==> src/rtl/cpwm_pkg.sv <==
package cpwm_pkg;

  typedef enum logic [1:0] {
    ACT_HOLD = 2'd0,
    ACT_SET  = 2'd1,
    ACT_CLR  = 2'd2
  } cell_act_e;

  // Trailing match has priority over leading match; inv swaps set and clear.
  function automatic cell_act_e pick_act(logic hit_lead, logic hit_trail, logic inv);
    cell_act_e a;
    if (hit_trail)     a = inv ? ACT_SET : ACT_CLR;
    else if (hit_lead) a = inv ? ACT_CLR : ACT_SET;
    else               a = ACT_HOLD;
    return a;
  endfunction

  function automatic logic apply_act(cell_act_e a, logic cur);
    logic r;
    case (a)
      ACT_SET: r = 1'b1;
      ACT_CLR: r = 1'b0;
      default: r = cur;
    endcase
    return r;
  endfunction

endpackage

==> src/rtl/cpwm_timer.sv <==
module cpwm_timer #(
  parameter int W = 16
) (
  input  logic         clk,
  input  logic         rst_n,
  input  logic         en_i,
  input  logic [W-1:0] per_i,
  output logic [W-1:0] cnt_o,
  output logic         reload_o
);

  localparam logic [W-1:0] PARK = '1;

  logic [W-1:0] cnt_q;
  logic [W-1:0] cnt_d;
  logic [W-1:0] match;

  assign match    = per_i - W'(2);
  assign reload_o = en_i && (cnt_q == match);
  assign cnt_o    = cnt_q;

  always_comb begin
    cnt_d = cnt_q;
    if (!en_i)         cnt_d = PARK;
    else if (reload_o) cnt_d = PARK;
    else               cnt_d = cnt_q + W'(1);
  end

  always_ff @(posedge clk or negedge rst_n) begin
    if (!rst_n) cnt_q <= PARK;
    else        cnt_q <= cnt_d;
  end

endmodule

==> src/rtl/cpwm_edge_calc.sv <==
module cpwm_edge_calc #(
  parameter int W = 16
) (
  input  logic [W-1:0] per_i,
  input  logic [W-1:0] dead_i,
  input  logic [W-1:0] minpw_i,
  input  logic [W-1:0] duty_i,
  output logic [W-1:0] top_lead_o,
  output logic [W-1:0] top_trail_o,
  output logic [W-1:0] bot_lead_o,
  output logic [W-1:0] bot_trail_o
);

  localparam int XW = W + 3;
  typedef logic signed [XW-1:0] ext_t;

  ext_t p, mn, dt, d, mx, t, tw, tb;

  function automatic logic [W-1:0] lead_of(ext_t pp, ext_t on);
    return W'(((pp - on) >>> 1) - ext_t'(1));
  endfunction

  function automatic logic [W-1:0] trail_of(ext_t pp, ext_t on);
    return W'(((pp + on) >>> 1) - ext_t'(1));
  endfunction

  assign p  = $signed({3'b000, per_i});
  assign mn = $signed({3'b000, minpw_i});
  assign dt = $signed({3'b000, dead_i});
  assign d  = $signed({3'b000, duty_i});
  assign mx = p - mn;

  // on-time clamp: cancel short pulses first, then promote near-full ones
  always_comb begin
    if (d < mn)      t = '0;
    else if (d > mx) t = p;
    else             t = d;
  end

  assign tw = t + (dt <<< 1);

  always_comb begin
    if (t == '0)      tb = '0;
    else if (tw > mx) tb = p;
    else              tb = tw;
  end

  assign top_lead_o  = lead_of(p, t);
  assign top_trail_o = trail_of(p, t);
  assign bot_lead_o  = lead_of(p, tb);
  assign bot_trail_o = trail_of(p, tb);

endmodule

==> src/rtl/cpwm_out_cell.sv <==
module cpwm_out_cell
  import cpwm_pkg::*;
#(
  parameter int W      = 16,
  parameter bit INVERT = 1'b0
) (
  input  logic         clk,
  input  logic         rst_n,
  input  logic         en_i,
  input  logic [W-1:0] cnt_i,
  input  logic [W-1:0] lead_i,
  input  logic [W-1:0] trail_i,
  output logic         out_o
);

  logic      out_q;
  logic      out_d;
  cell_act_e act;

  always_comb begin
    act   = pick_act(en_i && (cnt_i == lead_i), en_i && (cnt_i == trail_i), INVERT);
    out_d = apply_act(act, out_q);
  end

  always_ff @(posedge clk or negedge rst_n) begin
    if (!rst_n) out_q <= 1'b0;
    else        out_q <= out_d;
  end

  assign out_o = out_q;

endmodule

==> src/rtl/tri_phase_cpwm.sv <==
module tri_phase_cpwm #(
  parameter int W = 16,
  parameter int N = 3
) (
  input  logic           clk,
  input  logic           rst_n,
  input  logic           en_i,
  input  logic           commit_i,
  input  logic [W-1:0]   period_i,
  input  logic [W-1:0]   dead_i,
  input  logic [W-1:0]   minpw_i,
  input  logic [N*W-1:0] duty_i,
  output logic [N-1:0]   top_o,
  output logic [N-1:0]   bot_o,
  output logic           center_o
);

  // reset synchroniser: asynchronous assert, synchronous release
  logic [1:0] rsync_q;
  logic       rst_core_n;

  always_ff @(posedge clk or negedge rst_n) begin
    if (!rst_n) rsync_q <= 2'b00;
    else        rsync_q <= {rsync_q[0], 1'b1};
  end
  assign rst_core_n = rsync_q[1];

  // shadow storage
  logic [W-1:0]   sh_per_q,  sh_per_d;
  logic [W-1:0]   sh_dead_q, sh_dead_d;
  logic [W-1:0]   sh_min_q,  sh_min_d;
  logic [N*W-1:0] sh_duty_q, sh_duty_d;
  logic           pend_q,    pend_d;

  logic           reload_w;
  logic           swap;
  logic [W-1:0]   cnt_w;

  assign swap = pend_q && (reload_w || !en_i);

  always_comb begin
    sh_per_d  = sh_per_q;
    sh_dead_d = sh_dead_q;
    sh_min_d  = sh_min_q;
    sh_duty_d = sh_duty_q;
    pend_d    = pend_q;
    if (commit_i) begin
      sh_per_d  = period_i;
      sh_dead_d = dead_i;
      sh_min_d  = minpw_i;
      sh_duty_d = duty_i;
      pend_d    = 1'b1;
    end else if (swap) begin
      pend_d    = 1'b0;
    end
  end

  always_ff @(posedge clk or negedge rst_core_n) begin
    if (!rst_core_n) begin
      sh_per_q  <= '0;
      sh_dead_q <= '0;
      sh_min_q  <= '0;
      sh_duty_q <= '0;
      pend_q    <= 1'b0;
    end else begin
      sh_per_q  <= sh_per_d;
      sh_dead_q <= sh_dead_d;
      sh_min_q  <= sh_min_d;
      sh_duty_q <= sh_duty_d;
      pend_q    <= pend_d;
    end
  end

  // compare values computed from shadow storage
  logic [W-1:0] e_tl [N];
  logic [W-1:0] e_tt [N];
  logic [W-1:0] e_bl [N];
  logic [W-1:0] e_bt [N];

  for (genvar k = 0; k < N; k++) begin : g_calc
    cpwm_edge_calc #(.W(W)) i_calc (
      .per_i       (sh_per_q),
      .dead_i      (sh_dead_q),
      .minpw_i     (sh_min_q),
      .duty_i      (sh_duty_q[k*W +: W]),
      .top_lead_o  (e_tl[k]),
      .top_trail_o (e_tt[k]),
      .bot_lead_o  (e_bl[k]),
      .bot_trail_o (e_bt[k])
    );
  end

  // active compare set, switched as a whole on swap
  logic [W-1:0] act_per_q, act_per_d;
  logic [W-1:0] act_tl_q [N];
  logic [W-1:0] act_tt_q [N];
  logic [W-1:0] act_bl_q [N];
  logic [W-1:0] act_bt_q [N];
  logic [W-1:0] act_tl_d [N];
  logic [W-1:0] act_tt_d [N];
  logic [W-1:0] act_bl_d [N];
  logic [W-1:0] act_bt_d [N];

  always_comb begin
    act_per_d = act_per_q;
    for (int k = 0; k < N; k++) begin
      act_tl_d[k] = act_tl_q[k];
      act_tt_d[k] = act_tt_q[k];
      act_bl_d[k] = act_bl_q[k];
      act_bt_d[k] = act_bt_q[k];
    end
    if (swap) begin
      act_per_d = sh_per_q;
      for (int k = 0; k < N; k++) begin
        act_tl_d[k] = e_tl[k];
        act_tt_d[k] = e_tt[k];
        act_bl_d[k] = e_bl[k];
        act_bt_d[k] = e_bt[k];
      end
    end
  end

  always_ff @(posedge clk or negedge rst_core_n) begin
    if (!rst_core_n) begin
      act_per_q <= '0;
      for (int k = 0; k < N; k++) begin
        act_tl_q[k] <= '0;
        act_tt_q[k] <= '0;
        act_bl_q[k] <= '0;
        act_bt_q[k] <= '0;
      end
    end else begin
      act_per_q <= act_per_d;
      for (int k = 0; k < N; k++) begin
        act_tl_q[k] <= act_tl_d[k];
        act_tt_q[k] <= act_tt_d[k];
        act_bl_q[k] <= act_bl_d[k];
        act_bt_q[k] <= act_bt_d[k];
      end
    end
  end

  cpwm_timer #(.W(W)) i_timer (
    .clk      (clk),
    .rst_n    (rst_core_n),
    .en_i     (en_i),
    .per_i    (act_per_q),
    .cnt_o    (cnt_w),
    .reload_o (reload_w)
  );

  for (genvar k = 0; k < N; k++) begin : g_phase
    cpwm_out_cell #(.W(W), .INVERT(1'b0)) i_top (
      .clk     (clk),
      .rst_n   (rst_core_n),
      .en_i    (en_i),
      .cnt_i   (cnt_w),
      .lead_i  (act_tl_q[k]),
      .trail_i (act_tt_q[k]),
      .out_o   (top_o[k])
    );
    cpwm_out_cell #(.W(W), .INVERT(1'b1)) i_bot (
      .clk     (clk),
      .rst_n   (rst_core_n),
      .en_i    (en_i),
      .cnt_i   (cnt_w),
      .lead_i  (act_bl_q[k]),
      .trail_i (act_bt_q[k]),
      .out_o   (bot_o[k])
    );
  end

  logic [W-1:0] c_set;
  logic [W-1:0] c_clr;
  assign c_set = act_per_q - W'(2);
  assign c_clr = (act_per_q >> 1) - W'(2);

  cpwm_out_cell #(.W(W), .INVERT(1'b0)) i_center (
    .clk     (clk),
    .rst_n   (rst_core_n),
    .en_i    (en_i),
    .cnt_i   (cnt_w),
    .lead_i  (c_set),
    .trail_i (c_clr),
    .out_o   (center_o)
  );

endmodule

==> config.mk <==
export PLATFORM = sky130hd
export DESIGN_NAME = tri_phase_cpwm
export DESIGN_NICKNAME = d
export VERILOG_FILES = /design/src/rtl/cpwm_pkg.sv /design/src/rtl/cpwm_timer.sv /design/src/rtl/cpwm_edge_calc.sv /design/src/rtl/cpwm_out_cell.sv /design/src/rtl/tri_phase_cpwm.sv
export SDC_FILE = /design/constraint.sdc
export NUM_CORES = 2
export LEC_CHECK = 0
export ABC_AREA = 1
export BUFFER_PORTS_ARGS = -buffer_cell sky130_fd_sc_hd__buf_2
export CAP_MARGIN = 20
export CORE_ASPECT_RATIO = 1.25
export CORE_MARGIN = 2
export CORE_UTILIZATION = 36
export CTS_CLUSTER_SIZE = 28
export DETAILED_ROUTE_END_ITERATION = 16
export PLACE_DENSITY_LB_ADDON = 0.25
export SKIP_LAST_GASP = 1
export SYNTH_ARGS = -nofsm -noshare
export SYNTH_HDL_FRONTEND = slang
export SYNTH_SLANG_ARGS = --single-unit
==> constraint.sdc <==
create_clock -name clk -period 13 [get_ports clk]
set_clock_uncertainty 0.2 [all_clocks]
set_input_delay 1.3 -clock clk [delete_from_list [all_inputs] [get_ports clk]]
set_output_delay 1.3 -clock clk [all_outputs]
set_load 0.01 [all_outputs]
==> flow_summary.toml <==
[route]
post-route-drc-count = 0
drt_pre_antenna_iters = 6
route.vias.total = 36453
postRouteAntennaNets = 0
detail_route.vias_per_cell = 5.36
drt-initial-drc-count = 3126
drt-wirelength-per-cell_um = 21.8
drt_wl_total_mm = 148

[floorplanning]
std_cell_rows = 130
start_util = 0.362
floorplan.die.height_um = 359
floorplan_core_area_um2 = 100000
io-pin-count = 107
floorplan.die_area_um2 = 103000
chipWidth_um = 288

[place]
detailedPlace.worstSlack_ns = 1.25
gp_routability_congestion = 1.01
dpl.hpwl_mm = 117
port-buffer-count = 106
postPlaceCellArea_um2 = 38400
placed_cells_incl_taps = 6719

[synthesis]
yosysTopAreaCell = "sky130_fd_sc_hd__dfrtp_1"
post_synth_num_cell_types = 69
share_of_flip_flops_with_an_asynchronous_set_or_reset_after_synthesis = 1.00
dominantRegCellSynth = "sky130_fd_sc_hd__dfrtp_1"
leading_post_synthesis_cells_by_cell_area = "sky130_fd_sc_hd__dfrtp_1, sky130_fd_sc_hd__ha_1, sky130_fd_sc_hd__nand2_1"
seq_area_frac_synth = 0.228
net_count_synth = 5889
post_synth.cell_area_avg_um2 = 6.76
synthesis.area_um2 = 36300
syn_inst = 5375
synth_top_area_frac = 0.216
synth_enable_flop_cells = 0
yosys_warnings = 0
synth-seq-cells = 330

[finish]
most-common-layout-cells = "sky130_fd_sc_hd__nand2_1, sky130_fd_sc_hd__inv_1, sky130_fd_sc_hd__nor2_1, sky130_fd_sc_hd__ha_1, sky130_fd_sc_hd__nand3_1"
layout.cell_area.non_filler_um2 = 39800
finish.utilization = 0.396
final_common_cell = "sky130_fd_sc_hd__nand2_1"
num-nets-final = 5956
layout-area-overhead-vs-synth_pct = 9.44
drive_above_1_share = 0.0833
final-instance-count-excl-fill = 6795

[clock_network]
cts_sinks = 330
cts_made_buffers = 41
clock_path_buffers = 3
cts-root-buf = "sky130_fd_sc_hd__clkbuf_16"
htreeDepth = 2
post-cts-setup-buffers = 0
cts_hold_repair.buffers = 0
clock_latency_ns = 0.61
cts_tree = "built"
clk_pin_slew_ns = 0.07

[global_route]
grt_antenna_before_repair = 4
grt_max_degree = 87
wire_length_of_the_first_global_routing_pass_mm = 221
gr-usage-all-layers = 0.283
globalRoute.totalOverflow = 0
first_global_vias = 35278

[power_and_ir_drop]
internal-power_mw = 4.33
pwr-share-seq = 0.168
comb_power_share = 0.718
leakage_nw = 20.4
netSwitchingFraction = 0.574
clock_power_share = 0.114
power.ir.vdd_worst_v = 0.0000951
power.total_mw = 10.2
net_switching_power_figure_mw = 5.83
pwr_dens_nw_per_um2 = 256

[critical_path]
standard_cell_with_the_maximum_stage_delay_on_the_critical_path = "sky130_fd_sc_hd__dfrtp_2"
endpoint_kind = "flip-flop"
reg2reg_depth = 72
critical-path-max-stage-delay_ns = 0.52
critical_path_required_ns = 13.29
cp_max_fo = 17
critical_path.startpoint_type = "flip-flop"
crit_type = "flip-flop to flip-flop"
crit_top_cell = "sky130_fd_sc_hd__nand2_1"
cp_data_arrival_time_ns = 12.22

[status]
status = "completed"

[timing]
finalSetupTns_ns = 0
setup_viol_count_final = 0
unrepaired_setup_endpoints_after_global_routing = "no"
finalCriticalPeriod_ns = 11.92
slew_headroom = 0.369
max_slew.worst_pin.slew_ns = 0.947
hold_viol_final = 0
fin_worst_hold_slack_ns = 0.0544
maxSlewViolCount = 0
maxClockFrequency_mhz = 83.9
finalCritPeriodShare = 0.917
final_critical_path_setup_slack_ns = 1.08

[worst_hold_path]
hold_path.class = "flip-flop to async pin"

[run]
cap_viol_max_count = 0
final cells by class:
type	count	area, um2
fillers	10774	60600
multi-input cells	4138	24600
flip-flops and latches	330	8290
inverters	751	2820
well taps	1320	1650
clock buffers	55	1180
repair buffers	180	1090
clock inverters	19	143
diodes	2	5.00
flip-flops by register name (all words and copies together), names as in the netlist, 48 cells and up:
signal     flops
act_bl_q      48
sh_duty_q     48
act_tt_q      48
act_bt_q      48
act_tl_q      48
cells in the mapped netlist (23+ instances only):
cell	count
sky130_fd_sc_hd__ha_1	398
sky130_fd_sc_hd__nand3_2	23
sky130_fd_sc_hd__xor2_1	252
sky130_fd_sc_hd__nand3_1	390
sky130_fd_sc_hd__o21ai_0	334
sky130_fd_sc_hd__nor4_1	29
sky130_fd_sc_hd__nand4_1	97
sky130_fd_sc_hd__a21oi_1	299
sky130_fd_sc_hd__inv_1	713
sky130_fd_sc_hd__nand2_1	1176
sky130_fd_sc_hd__clkbuf_1	122
sky130_fd_sc_hd__a31oi_1	88
sky130_fd_sc_hd__nor2_1	495
sky130_fd_sc_hd__o21bai_1	61
sky130_fd_sc_hd__nor3_1	61
sky130_fd_sc_hd__inv_2	31
sky130_fd_sc_hd__dfrtp_1	314
sky130_fd_sc_hd__nand2_2	36
sky130_fd_sc_hd__xnor2_1	93
sky130_fd_sc_hd__nor2_2	27
sky130_fd_sc_hd__o21ai_1	27
cell families after synthesis:
family / count (synthesis) / synth area share
and+or+nand+nor: 2414 / 0.294
buffers and inverters: 907 / 0.0956
DFF: 330 / 0.228
other: 1 / 0.000103
adders and majority gates: 414 / 0.146
xor gates and xnor gates: 351 / 0.0859
AOI/OAI and AO/OA: 958 / 0.151
critical path: cells and delay by family, from the launching register on:
family	cells	cell delay, ns
simple gates	37	4.09
buf+inv	7	0.82
fa+ha+maj	6	1.62
flops	1	0.52
xor+xnor	3	0.98
compound gates	19	3.54
worst paths after layout:
path,slack [ns],start,to
max,1.08,sh_per_q[0],act_bt_q[46]
min,0.05,rsync_q[1],sh_duty_q[41]
max reg2reg,1.08,sh_per_q[0],act_bt_q[46]
min reg2reg,0.05,rsync_q[1],sh_duty_q[41]
max in group asynchronous,9.63,rsync_q[1],act_per_q[1]
min in group clk,0.15,rsync_q[0],rsync_q[1]
power by group through the flow:
stage / combinational [mW] / clock [mW] / sequential, mW
2_1_floorplan: 5.25 / 0 / 1.59
3_3_place_gp: 7.17 / 0 / 1.71
3_5_place_dp: 7.17 / 0 / 1.72
4_1_cts: 7.20 / 1.19 / 1.70
5_1_grt: 8.16 / 1.23 / 1.74
6_report: 7.29 / 1.16 / 1.70
routing by layer:
layer / GRT usage / share of wire
met5: 0 / 0.000081
met4: 0.161 / 0.066
met3: 0.0326 / 0.058
met2: 0.470 / 0.46
met1: 0.354 / 0.41
timing repair:
action | in CTS | in global routing
gates resized for setup | 0 | 1
endpoints found under the setup margin | 0 | 4
hold endpoints to repair | 0 | 0
(Power assumes the default switching activity.)
